## src/rtl/eth_lt_pkg.sv

```systemverilog
package eth_lt_pkg;

    localparam int CLS_W     = 5;
    localparam int CL_LEN    = 0;
    localparam int CL_NONSTD = 1;
    localparam int CL_CTRL   = 2;
    localparam int CL_CLIENT = 3;
    localparam int CL_TRUNC  = 4;

    localparam logic [15:0] LEN_MAX_VAL   = 16'h05DC;
    localparam logic [15:0] TYPE_MIN_VAL  = 16'h0600;
    localparam logic [15:0] TPID_VLAN     = 16'h8100;
    localparam logic [15:0] TYPE_MAC_CTL  = 16'h8808;
    localparam logic [15:0] OPC_PAUSE     = 16'h0001;
    localparam logic [15:0] OPC_PFC       = 16'h0101;

    localparam int HDR_BYTES   = 14;
    localparam int FCS_BYTES   = 4;
    localparam int TYPE_OFFSET = 12;

    localparam int DEF_CNT_W     = 16;
    localparam int DEF_MAX_TAGS  = 2;
    localparam int DEF_TAG_BYTES = 4;
    localparam int DEF_MIN_FRAME = 64;
    localparam int DEF_MAX_FRAME = 1518;

    // Fields captured by the parser for one frame
    typedef struct packed {
        logic [15:0] lt;
        logic        lt_done;
        logic [15:0] op;
        logic        op_done;
    } fields_t;

    // Registered result of one frame
    typedef struct packed {
        logic [CLS_W-1:0] cls;
        logic             len_err;
        logic             size_err;
        logic             pause;
        logic             pfc;
    } result_t;

    function automatic logic [CLS_W-1:0] cls_bit(input int idx);
        logic [CLS_W-1:0] v;
        v = '0;
        v[idx] = 1'b1;
        return v;
    endfunction

endpackage

```

## src/rtl/eth_lt_parser.sv

```systemverilog
module eth_lt_parser
    import eth_lt_pkg::*;
#(
    parameter int CNT_W     = DEF_CNT_W,
    parameter int MAX_TAGS  = DEF_MAX_TAGS,
    parameter int TAG_BYTES = DEF_TAG_BYTES,
    localparam int TAG_W    = $clog2(MAX_TAGS + 1)
) (
    input  logic             clk,
    input  logic             rst,
    input  logic             in_valid,
    input  logic             in_sof,
    input  logic             in_eof,
    input  logic [7:0]       in_data,
    output logic             frame_end,
    output logic [CNT_W-1:0] nxt_cnt,
    output logic [TAG_W-1:0] nxt_tags,
    output fields_t          nxt_fields
);

    logic             in_frame_q;
    logic             start, beat;
    logic [CNT_W-1:0] cnt_q, cnt_b, cnt_d;
    logic [CNT_W-1:0] tpos_q, tpos_b, tpos_d;
    logic [TAG_W-1:0] tags_q, tags_b, tags_d;
    logic [7:0]       hi_q, hi_b, hi_d;
    fields_t          fld_q, fld_b, fld_d;
    logic [15:0]      word;

    assign start = in_valid && in_sof;
    assign beat  = in_valid && (in_sof || in_frame_q);

    always_comb begin
        if (start) begin
            cnt_b  = '0;
            tpos_b = CNT_W'(TYPE_OFFSET);
            tags_b = '0;
            hi_b   = '0;
            fld_b  = '0;
        end else begin
            cnt_b  = cnt_q;
            tpos_b = tpos_q;
            tags_b = tags_q;
            hi_b   = hi_q;
            fld_b  = fld_q;
        end

        cnt_d  = cnt_b;
        tpos_d = tpos_b;
        tags_d = tags_b;
        hi_d   = hi_b;
        fld_d  = fld_b;
        word   = {hi_b, in_data};

        if (beat) begin
            if (!fld_b.lt_done) begin
                if (cnt_b == tpos_b) begin
                    hi_d = in_data;
                end else if (cnt_b == tpos_b + CNT_W'(1)) begin
                    if (word == TPID_VLAN && tags_b < TAG_W'(MAX_TAGS)) begin
                        tags_d = tags_b + TAG_W'(1);
                        tpos_d = tpos_b + CNT_W'(TAG_BYTES);
                    end else begin
                        fld_d.lt      = word;
                        fld_d.lt_done = 1'b1;
                    end
                end
            end else if (!fld_b.op_done) begin
                if (cnt_b == tpos_b + CNT_W'(2)) begin
                    fld_d.op[15:8] = in_data;
                end else if (cnt_b == tpos_b + CNT_W'(3)) begin
                    fld_d.op[7:0] = in_data;
                    fld_d.op_done = 1'b1;
                end
            end
            if (cnt_b != '1) begin
                cnt_d = cnt_b + CNT_W'(1);
            end
        end
    end

    always_ff @(posedge clk) begin
        if (rst) begin
            in_frame_q <= 1'b0;
            cnt_q      <= '0;
            tpos_q     <= CNT_W'(TYPE_OFFSET);
            tags_q     <= '0;
            hi_q       <= '0;
            fld_q      <= '0;
        end else begin
            if (beat) begin
                in_frame_q <= !in_eof;
            end
            cnt_q  <= cnt_d;
            tpos_q <= tpos_d;
            tags_q <= tags_d;
            hi_q   <= hi_d;
            fld_q  <= fld_d;
        end
    end

    assign frame_end  = beat && in_eof;
    assign nxt_cnt    = cnt_d;
    assign nxt_tags   = tags_d;
    assign nxt_fields = fld_d;

endmodule

```

## src/rtl/eth_lt_typedec.sv

```systemverilog
module eth_lt_typedec
    import eth_lt_pkg::*;
(
    input  fields_t          fld,
    output logic [CLS_W-1:0] cls,
    output logic             pause,
    output logic             pfc
);

    always_comb begin
        if (!fld.lt_done) begin
            cls = cls_bit(CL_TRUNC);
        end else if (fld.lt <= LEN_MAX_VAL) begin
            cls = cls_bit(CL_LEN);
        end else if (fld.lt < TYPE_MIN_VAL) begin
            cls = cls_bit(CL_NONSTD);
        end else if (fld.lt == TYPE_MAC_CTL) begin
            cls = cls_bit(CL_CTRL);
        end else begin
            cls = cls_bit(CL_CLIENT);
        end
        pause = cls[CL_CTRL] && fld.op_done && (fld.op == OPC_PAUSE);
        pfc   = cls[CL_CTRL] && fld.op_done && (fld.op == OPC_PFC);
    end

endmodule

```

## src/rtl/eth_lt_lencheck.sv

```systemverilog
module eth_lt_lencheck
    import eth_lt_pkg::*;
#(
    parameter int CNT_W     = DEF_CNT_W,
    parameter int TAG_W     = 2,
    parameter int TAG_BYTES = DEF_TAG_BYTES,
    parameter int MIN_FRAME = DEF_MIN_FRAME,
    parameter int MAX_FRAME = DEF_MAX_FRAME
) (
    input  logic [CNT_W-1:0] total,
    input  logic [TAG_W-1:0] tags,
    input  logic [15:0]      lt,
    input  logic             chk_payload,
    output logic             len_err,
    output logic             size_err
);

    localparam int SUM_W = ((CNT_W > 16) ? CNT_W : 16) + 3;

    logic [SUM_W-1:0] tag_bytes, need, tot, upper;

    always_comb begin
        tag_bytes = SUM_W'(tags) * SUM_W'(TAG_BYTES);
        need      = SUM_W'(lt) + SUM_W'(HDR_BYTES + FCS_BYTES) + tag_bytes;
        tot       = SUM_W'(total);
        upper     = SUM_W'(MAX_FRAME) + tag_bytes;
        len_err   = chk_payload && (need > tot);
        size_err  = (tot < SUM_W'(MIN_FRAME)) || (tot > upper);
    end

endmodule

```

## src/rtl/eth_lt_classifier.sv

```systemverilog
module eth_lt_classifier
    import eth_lt_pkg::*;
#(
    parameter int CNT_W     = DEF_CNT_W,
    parameter int MAX_TAGS  = DEF_MAX_TAGS,
    parameter int TAG_BYTES = DEF_TAG_BYTES,
    parameter int MIN_FRAME = DEF_MIN_FRAME,
    parameter int MAX_FRAME = DEF_MAX_FRAME,
    localparam int TAG_W    = $clog2(MAX_TAGS + 1)
) (
    input  logic             clk,
    input  logic             rst,
    input  logic             in_valid,
    input  logic             in_sof,
    input  logic             in_eof,
    input  logic [7:0]       in_data,
    output logic             res_valid,
    output logic [CLS_W-1:0] res_class,
    output logic [TAG_W-1:0] res_tags,
    output logic             res_len_err,
    output logic             res_size_err,
    output logic             res_pause,
    output logic             res_pfc
);

    logic             frame_end;
    logic [CNT_W-1:0] nxt_cnt;
    logic [TAG_W-1:0] nxt_tags;
    fields_t          nxt_fields;
    result_t          res_d, res_q;
    logic [TAG_W-1:0] tags_q;

    eth_lt_parser #(
        .CNT_W     (CNT_W),
        .MAX_TAGS  (MAX_TAGS),
        .TAG_BYTES (TAG_BYTES)
    ) u_parser (
        .clk        (clk),
        .rst        (rst),
        .in_valid   (in_valid),
        .in_sof     (in_sof),
        .in_eof     (in_eof),
        .in_data    (in_data),
        .frame_end  (frame_end),
        .nxt_cnt    (nxt_cnt),
        .nxt_tags   (nxt_tags),
        .nxt_fields (nxt_fields)
    );

    eth_lt_typedec u_typedec (
        .fld   (nxt_fields),
        .cls   (res_d.cls),
        .pause (res_d.pause),
        .pfc   (res_d.pfc)
    );

    eth_lt_lencheck #(
        .CNT_W     (CNT_W),
        .TAG_W     (TAG_W),
        .TAG_BYTES (TAG_BYTES),
        .MIN_FRAME (MIN_FRAME),
        .MAX_FRAME (MAX_FRAME)
    ) u_lencheck (
        .total       (nxt_cnt),
        .tags        (nxt_tags),
        .lt          (nxt_fields.lt),
        .chk_payload (res_d.cls[CL_LEN]),
        .len_err     (res_d.len_err),
        .size_err    (res_d.size_err)
    );

    always_ff @(posedge clk) begin
        if (rst) begin
            res_valid <= 1'b0;
            res_q     <= '0;
            tags_q    <= '0;
        end else begin
            res_valid <= frame_end;
            if (frame_end) begin
                res_q  <= res_d;
                tags_q <= nxt_tags;
            end else begin
                res_q  <= '0;
                tags_q <= '0;
            end
        end
    end

    assign res_class    = res_q.cls;
    assign res_tags     = tags_q;
    assign res_len_err  = res_q.len_err;
    assign res_size_err = res_q.size_err;
    assign res_pause    = res_q.pause;
    assign res_pfc      = res_q.pfc;

endmodule

```

## config.mk

```make
export PLATFORM = sky130hd
export DESIGN_NAME = eth_lt_classifier
export DESIGN_NICKNAME = d
export VERILOG_FILES = /design/src/rtl/eth_lt_pkg.sv /design/src/rtl/eth_lt_parser.sv /design/src/rtl/eth_lt_typedec.sv /design/src/rtl/eth_lt_lencheck.sv /design/src/rtl/eth_lt_classifier.sv
export SDC_FILE = /design/constraint.sdc
export NUM_CORES = 1
export LEC_CHECK = 0
export BUFFER_PORTS_ARGS = -buffer_cell sky130_fd_sc_hd__buf_2
export CORE_MARGIN = 1
export CORE_UTILIZATION = 30
export DETAILED_ROUTE_END_ITERATION = 16
export HOLD_SLACK_MARGIN = 0.06
export PLACE_DENSITY = 0.44
export SLEW_MARGIN = 20
export SYNTH_ARGS = -nofsm -noshare
export SYNTH_HDL_FRONTEND = slang
export SYNTH_HIERARCHICAL = 1
export SYNTH_SLANG_ARGS = --single-unit
```

## constraint.sdc

```tcl
create_clock -name clk -period 10.85 [get_ports clk]
set_input_delay 2.17 -clock clk [delete_from_list [all_inputs] [get_ports clk]]
set_output_delay 2.17 -clock clk [all_outputs]
set_load 0.1 [all_outputs]
```

==> run metrics, run 1 <==
YS warnings 6; total grt overflow 0; endpoints failing setup 0; die width ~150 um; synth unique cells 90; register area share after synthesis between 20 and 30%; Critical Path RT 11.10 ns; drt drc 0; #FFs+latches synth a little under 90; Placeable Area around 21,000 um2; post-synthesis cell area about 6500 um2; multi-input logic area ~4300 um2; first-pass GRT wire length between 30,000 and 40,000 um; ys flop type dfxtp_1; FFs w/ async S/R, synth 0%; Total Die Area between 20,000 and 25,000 um2; Placer Congestion between 0.9 and 1; max capacitance violation total 0; Worst-Skew Late Latency 0.36 ns; CTS tree yes; Via density 5.44; WL per Instance approximately 19 um; Crit Path Class in2reg; wire length on met3 524 um; IO Pins 25; Hold Crit Class reg2reg; Detailed Place HPWL about 15,000 um; Post-Syn Area per Cell between 7 and 8 um2; post-route ant nets 0; Area Overhead vs Synth 8.59%; layout cells sized above 1 9.55%; CP max FO 35; Vias 5,997; TritonCTS buffer count 9; Die Y between 100 and 150 um; clock sinks between 80 and 90; ant diodes 0; count of flip-flops with a built-in enable after synthesis 0; Hold Violations, Final 0; largest net degree at the start of global routing 66; Tmin final 8.69 ns; Worst Clk Skew roughly 0.011 ns; gr usage total between 10% and 20%; final WL around 21,000 um; CTS Buffer Depth 2; routed length on met1 between 10,000 and 15,000 um; # Post-CTS Setup Buffers 0; clock-pin slew on the worst setup and hold paths about 0.07 ns; RSZ-0062 raised after global routing no; vias in the first global route 5,677; outcome completed; FF+latch area 1780 um2; pins over their slew limit 0; 1st-pass router iterations 5; Arrival @ worst endpoint a little under 9 ns; Worst VDD drop about 0.067 mV; Power per Cell Area ~98 nW/um2; placed inst area 6740 um2; antenna violations before repair 0; cts repair resizes 0; Worst setup SP type input pin; Final TNS setup 0 ns; measured slew at the worst slew-check pin ~0.91 ns; syn_nets 877; H-tree depth 3; Top Metal Used met4; Syn Inst Count roughly 840; Max Freq about 120 MHz; metal2 WL ~9400 um; DRT iter0 DRCs roughly 360; Leak 2.61 nW; Starting Density roughly 31%; post-layout instance area slightly above 7000 um2; Worst Setup End Kind flop; CTS Hold Bufs 0; I/O Buffers 24; relative slew slack about two fifths; final net count about 860; CTS root buf clkbuf_16; filler instances between 2,000 and 2,500; site row count 53; Period Utilization, post-route ~80%
[power by group]
part           total (mW)  switching [mW]  internal [mW]
Sequential          0.329         0.00136          0.327
Combinational      0.0422          0.0329        0.00926
Clock               0.322           0.160          0.162
[registers in the layout (all words and copies together) (netlist names)]
signal / flops
u_parser/fld_q: 34
res_pfc: 1
res_size_err: 1
res_pause: 1
res_valid: 1
u_parser/hi_q: 8
u_parser/in_frame_q: 1
res_tags: 2
res_class: 5
res_len_err: 1
u_parser/tpos_q: 16
u_parser/tags_q: 2
u_parser/cnt_q: 16
[metal layers]
metal,vias up,GRT usage (%)
met5,-,0
met4,0,7.70
met3,25,1.83
met2,111,31.0
met1,2856,27.1
li1,3005,-
[worst max-delay path: stages]
cell       delay [ns]
buf_2            0.20
nand2_2          0.39
nand2_1          0.28
ha_1             0.36
nand3_1          0.21
nor4_1           0.38
xnor2_1          0.16
o311ai_1         0.17
a2111oi_4        0.52
nand4_2          0.83
or2_1            0.51
nand2_1          0.18
inv_1            0.10
fa_1             0.45
o21ai_2          0.19
and4_4           0.27
nand3_1          0.09
xnor2_1          0.16
ha_1             0.31
a211o_1          0.26
a21oi_1          0.15
o21ai_1          0.08
a221oi_1         0.23
o22ai_1          0.10
and3b_1          0.18
[area by class of cell]
type	instances	area share, %
Multi-Input combinational cell	648	60.9
Tap cell	275	4.89
Inverter	45	2.40
Timing Repair Buffer	29	2.24
Clock buffer	9	3.20
Sequential cell	89	25.3
Clock inverter	7	0.996
[metrics by stage]
step	worst slack, ns	utilization [%]	instances	power [mW]	hold WS [ns]
after floorplan	2.27	-	836	0.363	0.439
after global placement	2.03	32.0	1086	0.379	0.453
after detailed placement	1.86	32.0	1086	0.379	0.454
after CTS	2.21	33.4	1102	0.705	0.464
after global routing	1.59	33.4	1102	0.720	0.485
final	2.16	33.4	1102	0.693	0.461
[synthesized netlist by cell type (8+ instances only)]
| library cell | instances | area share [%] |
|---|---|---|
| buf_1 | 10 | 0.58 |
| nand4_1 | 31 | 3.0 |
| and3b_1 | 13 | 1.8 |
| nor4_1 | 22 | 2.1 |
| o21ai_1 | 26 | 2.0 |
| a31oi_1 | 8 | 0.77 |
| nand2_1 | 65 | 3.8 |
| ha_1 | 27 | 5.2 |
| nand3_1 | 57 | 4.4 |
| nand2b_1 | 16 | 1.5 |
| nor2_1 | 68 | 3.9 |
| buf_2 | 11 | 0.85 |
| nor3_1 | 25 | 1.9 |
| inv_1 | 44 | 2.5 |
| mux2i_1 | 8 | 1.2 |
| xor2_1 | 31 | 4.2 |
| a22oi_1 | 9 | 1.0 |
| dfxtp_1 | 89 | 28 |
| a21oi_1 | 34 | 2.6 |
| nor2b_1 | 17 | 1.6 |
| clkbuf_1 | 28 | 1.6 |
| xnor2_1 | 32 | 4.3 |
| o21ai_0 | 29 | 2.2 |
[logic make-up after synthesis]
logic type                 synth area share, %
and+or+nand+nor                           31.7
xor gates and xnor gates                  8.52
DFF                                       27.5
buffers and inverters                     6.35
adders and majority gates                 5.52
AOI/OAI and AO/OA                         18.8
muxes                                     1.58
[worst paths after layout]
| check | startpoint | to | slack [ns] | cells past startpoint |
|---|---|---|---|---|
| worst min-delay path | u_parser/fld_q[6] | u_parser/fld_q[6] | 0.46 | 2 |
| worst max register to register | u_parser/tpos_q[2] | res_len_err | 3.87 | 24 |
| worst max-delay path | in_sof | res_len_err | 2.16 | 25 |
| worst min register to register | u_parser/fld_q[6] | u_parser/fld_q[6] | 0.46 | 2 |
[placed cells by master, fill, tap and decap left out, types with 6 or more instances in the layout]
cell type  count
nand4_1       31
buf_2         24
a211o_1        6
nor3_1        25
nor2_1        68
nor2b_1       17
mux2i_1        8
o21ai_0       29
inv_1         44
a22oi_1        9
xnor2_1       32
or4_1          6
ha_1          27
and2_1         7
xor2_1        31
o21ai_1       26
dfxtp_1       89
nor4_1        22
and3b_1       13
nand3_1       57
a31oi_1        8
a21oi_1       34
nand2_1       64
nand2b_1      16
clkbuf_16      9
No activity file was read; power rests on OpenSTA's default activity.
==> run 2, diff against run 1 <==
PLACE_DENSITY = 0.45   (was 0.44)
clock period = 7.8 ns   (was 10.85 ns; I/O delays follow)
==> run metrics, run 2 (synthesis gave the netlist of run 1 again) <==
WP buf/inv 3; final WL 20,600 um; CP max-delay cell a2111oi_4; Detailed Place HPWL ~16,000 um; filler instances about 2,300; cts repair resizes 0; max reg flops 34; die width ~150 um; Worst setup SP type input pin; clock-pin slew on the worst setup and hold paths around 0.080 ns; gr usage total about a fifth; Vias about 6,000; Leak 2.63 nW; Placer Congestion 0.923; Arrival @ worst endpoint 7.15 ns; reg-to-reg critical path startpoint u_parser/tpos_q[2]; Die Y approximately 150 um; RSZ-0062 raised after global routing no; largest net degree at the start of global routing 73; endpoints failing setup 0; measured slew at the worst slew-check pin 0.895 ns; clock sinks 89; WHS 0.463 ns; Starting Density a little under a third; antenna violations before repair 0; H-tree depth 3; Worst Reg-to-Reg Cells 24; final net count 868; Tmin final 6.89 ns; CTS Buffer Depth 2; ant diodes 0; DRT iter0 DRCs about 440; Via density about 5.4; first-pass GRT wire length around 33,000 um; Power per Cell Area 139 nW/um2; Total Die Area 22,200 um2; TritonCTS buffer count 9; fin cells 1,107; Worst-Skew Late Latency about 0.37 ns; Worst Clk Skew 0.0154 ns; CP max FO 18; IO Pins 25; Area Overhead vs Synth 9.48%; total grt overflow 0; FF-to-FF setup slack between 1.5 and 2 ns; commonest non-fill, non-tap cell in the layout dfxtp_1; Worst Setup End Kind flop; top flop regs u_parser/fld_q: 34 flops, u_parser/cnt_q: 16 flops, u_parser/tpos_q: 16 flops; 1st-pass router iterations 5; CTS tree yes; outcome completed; post-layout instance area 7090 um2; Crit Path Class in2reg; Placeable Area roughly 21,000 um2; CP max stage delay approximately 0.60 ns; Worst VDD drop approximately 0.11 mV; reg2reg end res_len_err; # Post-CTS Setup Buffers 0; I/O Buffers 24; max capacitance violation total 0; CTS Hold Bufs 0; WL per Instance approximately 19 um; Hold Crit Class reg2reg; site row count between 50 and 60; drt drc 0; Max Freq ~150 MHz; dpl cells between 1,000 and 1,500; Worst Hold End u_parser/fld_q[7]; Period Utilization, post-route 88.3%; Critical Path RT around 8.1 ns; Hold Violations, Final 0; Top reg by flops u_parser/fld_q; hold_sp u_parser/fld_q[7]; placed inst area ~6800 um2; commonest cells after routing, fill and taps aside 89 x dfxtp_1, 68 x nor2_1, 64 x nand2_1; CTS root buf clkbuf_16; Final TNS setup 0 ns; vias in the first global route roughly 5,800; hold depth 2; pins over their slew limit 0; post-route ant nets 0; layout cells sized above 1 10.1%; CP top delay family simple AND/OR/NAND/NOR gates; relative slew slack around two fifths
[run 2: cell types whose count changed in the layout (fill, tap and decap cells not counted)]
cell        delta
buf_4          +5
inv_6          -2
bufinv_16      +1
clkinvlp_4     +1
[run 2: metal layers]
layer	GRT usage [%]	vias to the layer above	routed length (um)
met3	3.03	39	832
met1	25.9	2798	9680
met2	31.3	128	9510
li1	-	3016	-
met5	0	-	0
met4	8.16	0	606
[run 2: worst max path at each step]
stage | startpoint | endpoint | slack, ns | cells after the start
after floorplan | in_valid | res_len_err | 0.11 | 31
after global placement | in_sof | res_len_err | 0.65 | 23
after detailed placement | in_sof | res_len_err | 0.54 | 25
after CTS | in_sof | res_len_err | 0.92 | 25
after global routing | in_sof | res_len_err | 0.39 | 25
final | in_sof | res_len_err | 0.91 | 25
[run 2: layout make-up]
type	instances	area [um2]	share of cell area (%)
well taps	275	344	4.85
clock buffers	9	225	3.18
flip-flops and latches	89	1780	25.1
inverters	45	169	2.38
clock inverters	7	90.1	1.27
repair buffers	34	195	2.75
multi-input cells	648	4290	60.5
[run 2: worst reg2reg max path: stages (launching register included)]
cell       delay [ns]
dfxtp_1          0.56
inv_1            0.25
nand2_1          0.18
ha_1             0.33
nand3_1          0.20
nor4_1           0.40
xnor2_1          0.16
o311ai_1         0.16
a2111oi_4        0.60
nand3_4          0.32
xor2_1           0.21
buf_4            0.15
inv_1            0.07
fa_1             0.47
o21ai_2          0.19
and4_4           0.27
nand3_1          0.10
xnor2_1          0.16
ha_1             0.31
a211o_1          0.27
a21oi_1          0.12
o21ai_1          0.08
a221oi_1         0.22
o22ai_1          0.10
and3b_1          0.18
[run 2: where the power goes]
part / leakage (nW) / internal (mW) / switching, mW
combinational: 1.77 / 0.0131 / 0.0463
sequential: 0.717 / 0.455 / 0.00188
clock: 0.147 / 0.255 / 0.212
total: 2.63 / 0.724 / 0.260
[run 2: through the flow]
stage / setup slack (ns) / util, % / total power, mW
4_1_cts: 0.924 / 33.6 / 1.00
5_1_grt: 0.391 / 33.6 / 1.02
3_5_place_dp: 0.537 / 32.1 / 0.528
2_1_floorplan: 0.111 / - / 0.505
3_3_place_gp: 0.651 / 32.1 / 0.528
6_report: 0.914 / 33.6 / 0.984
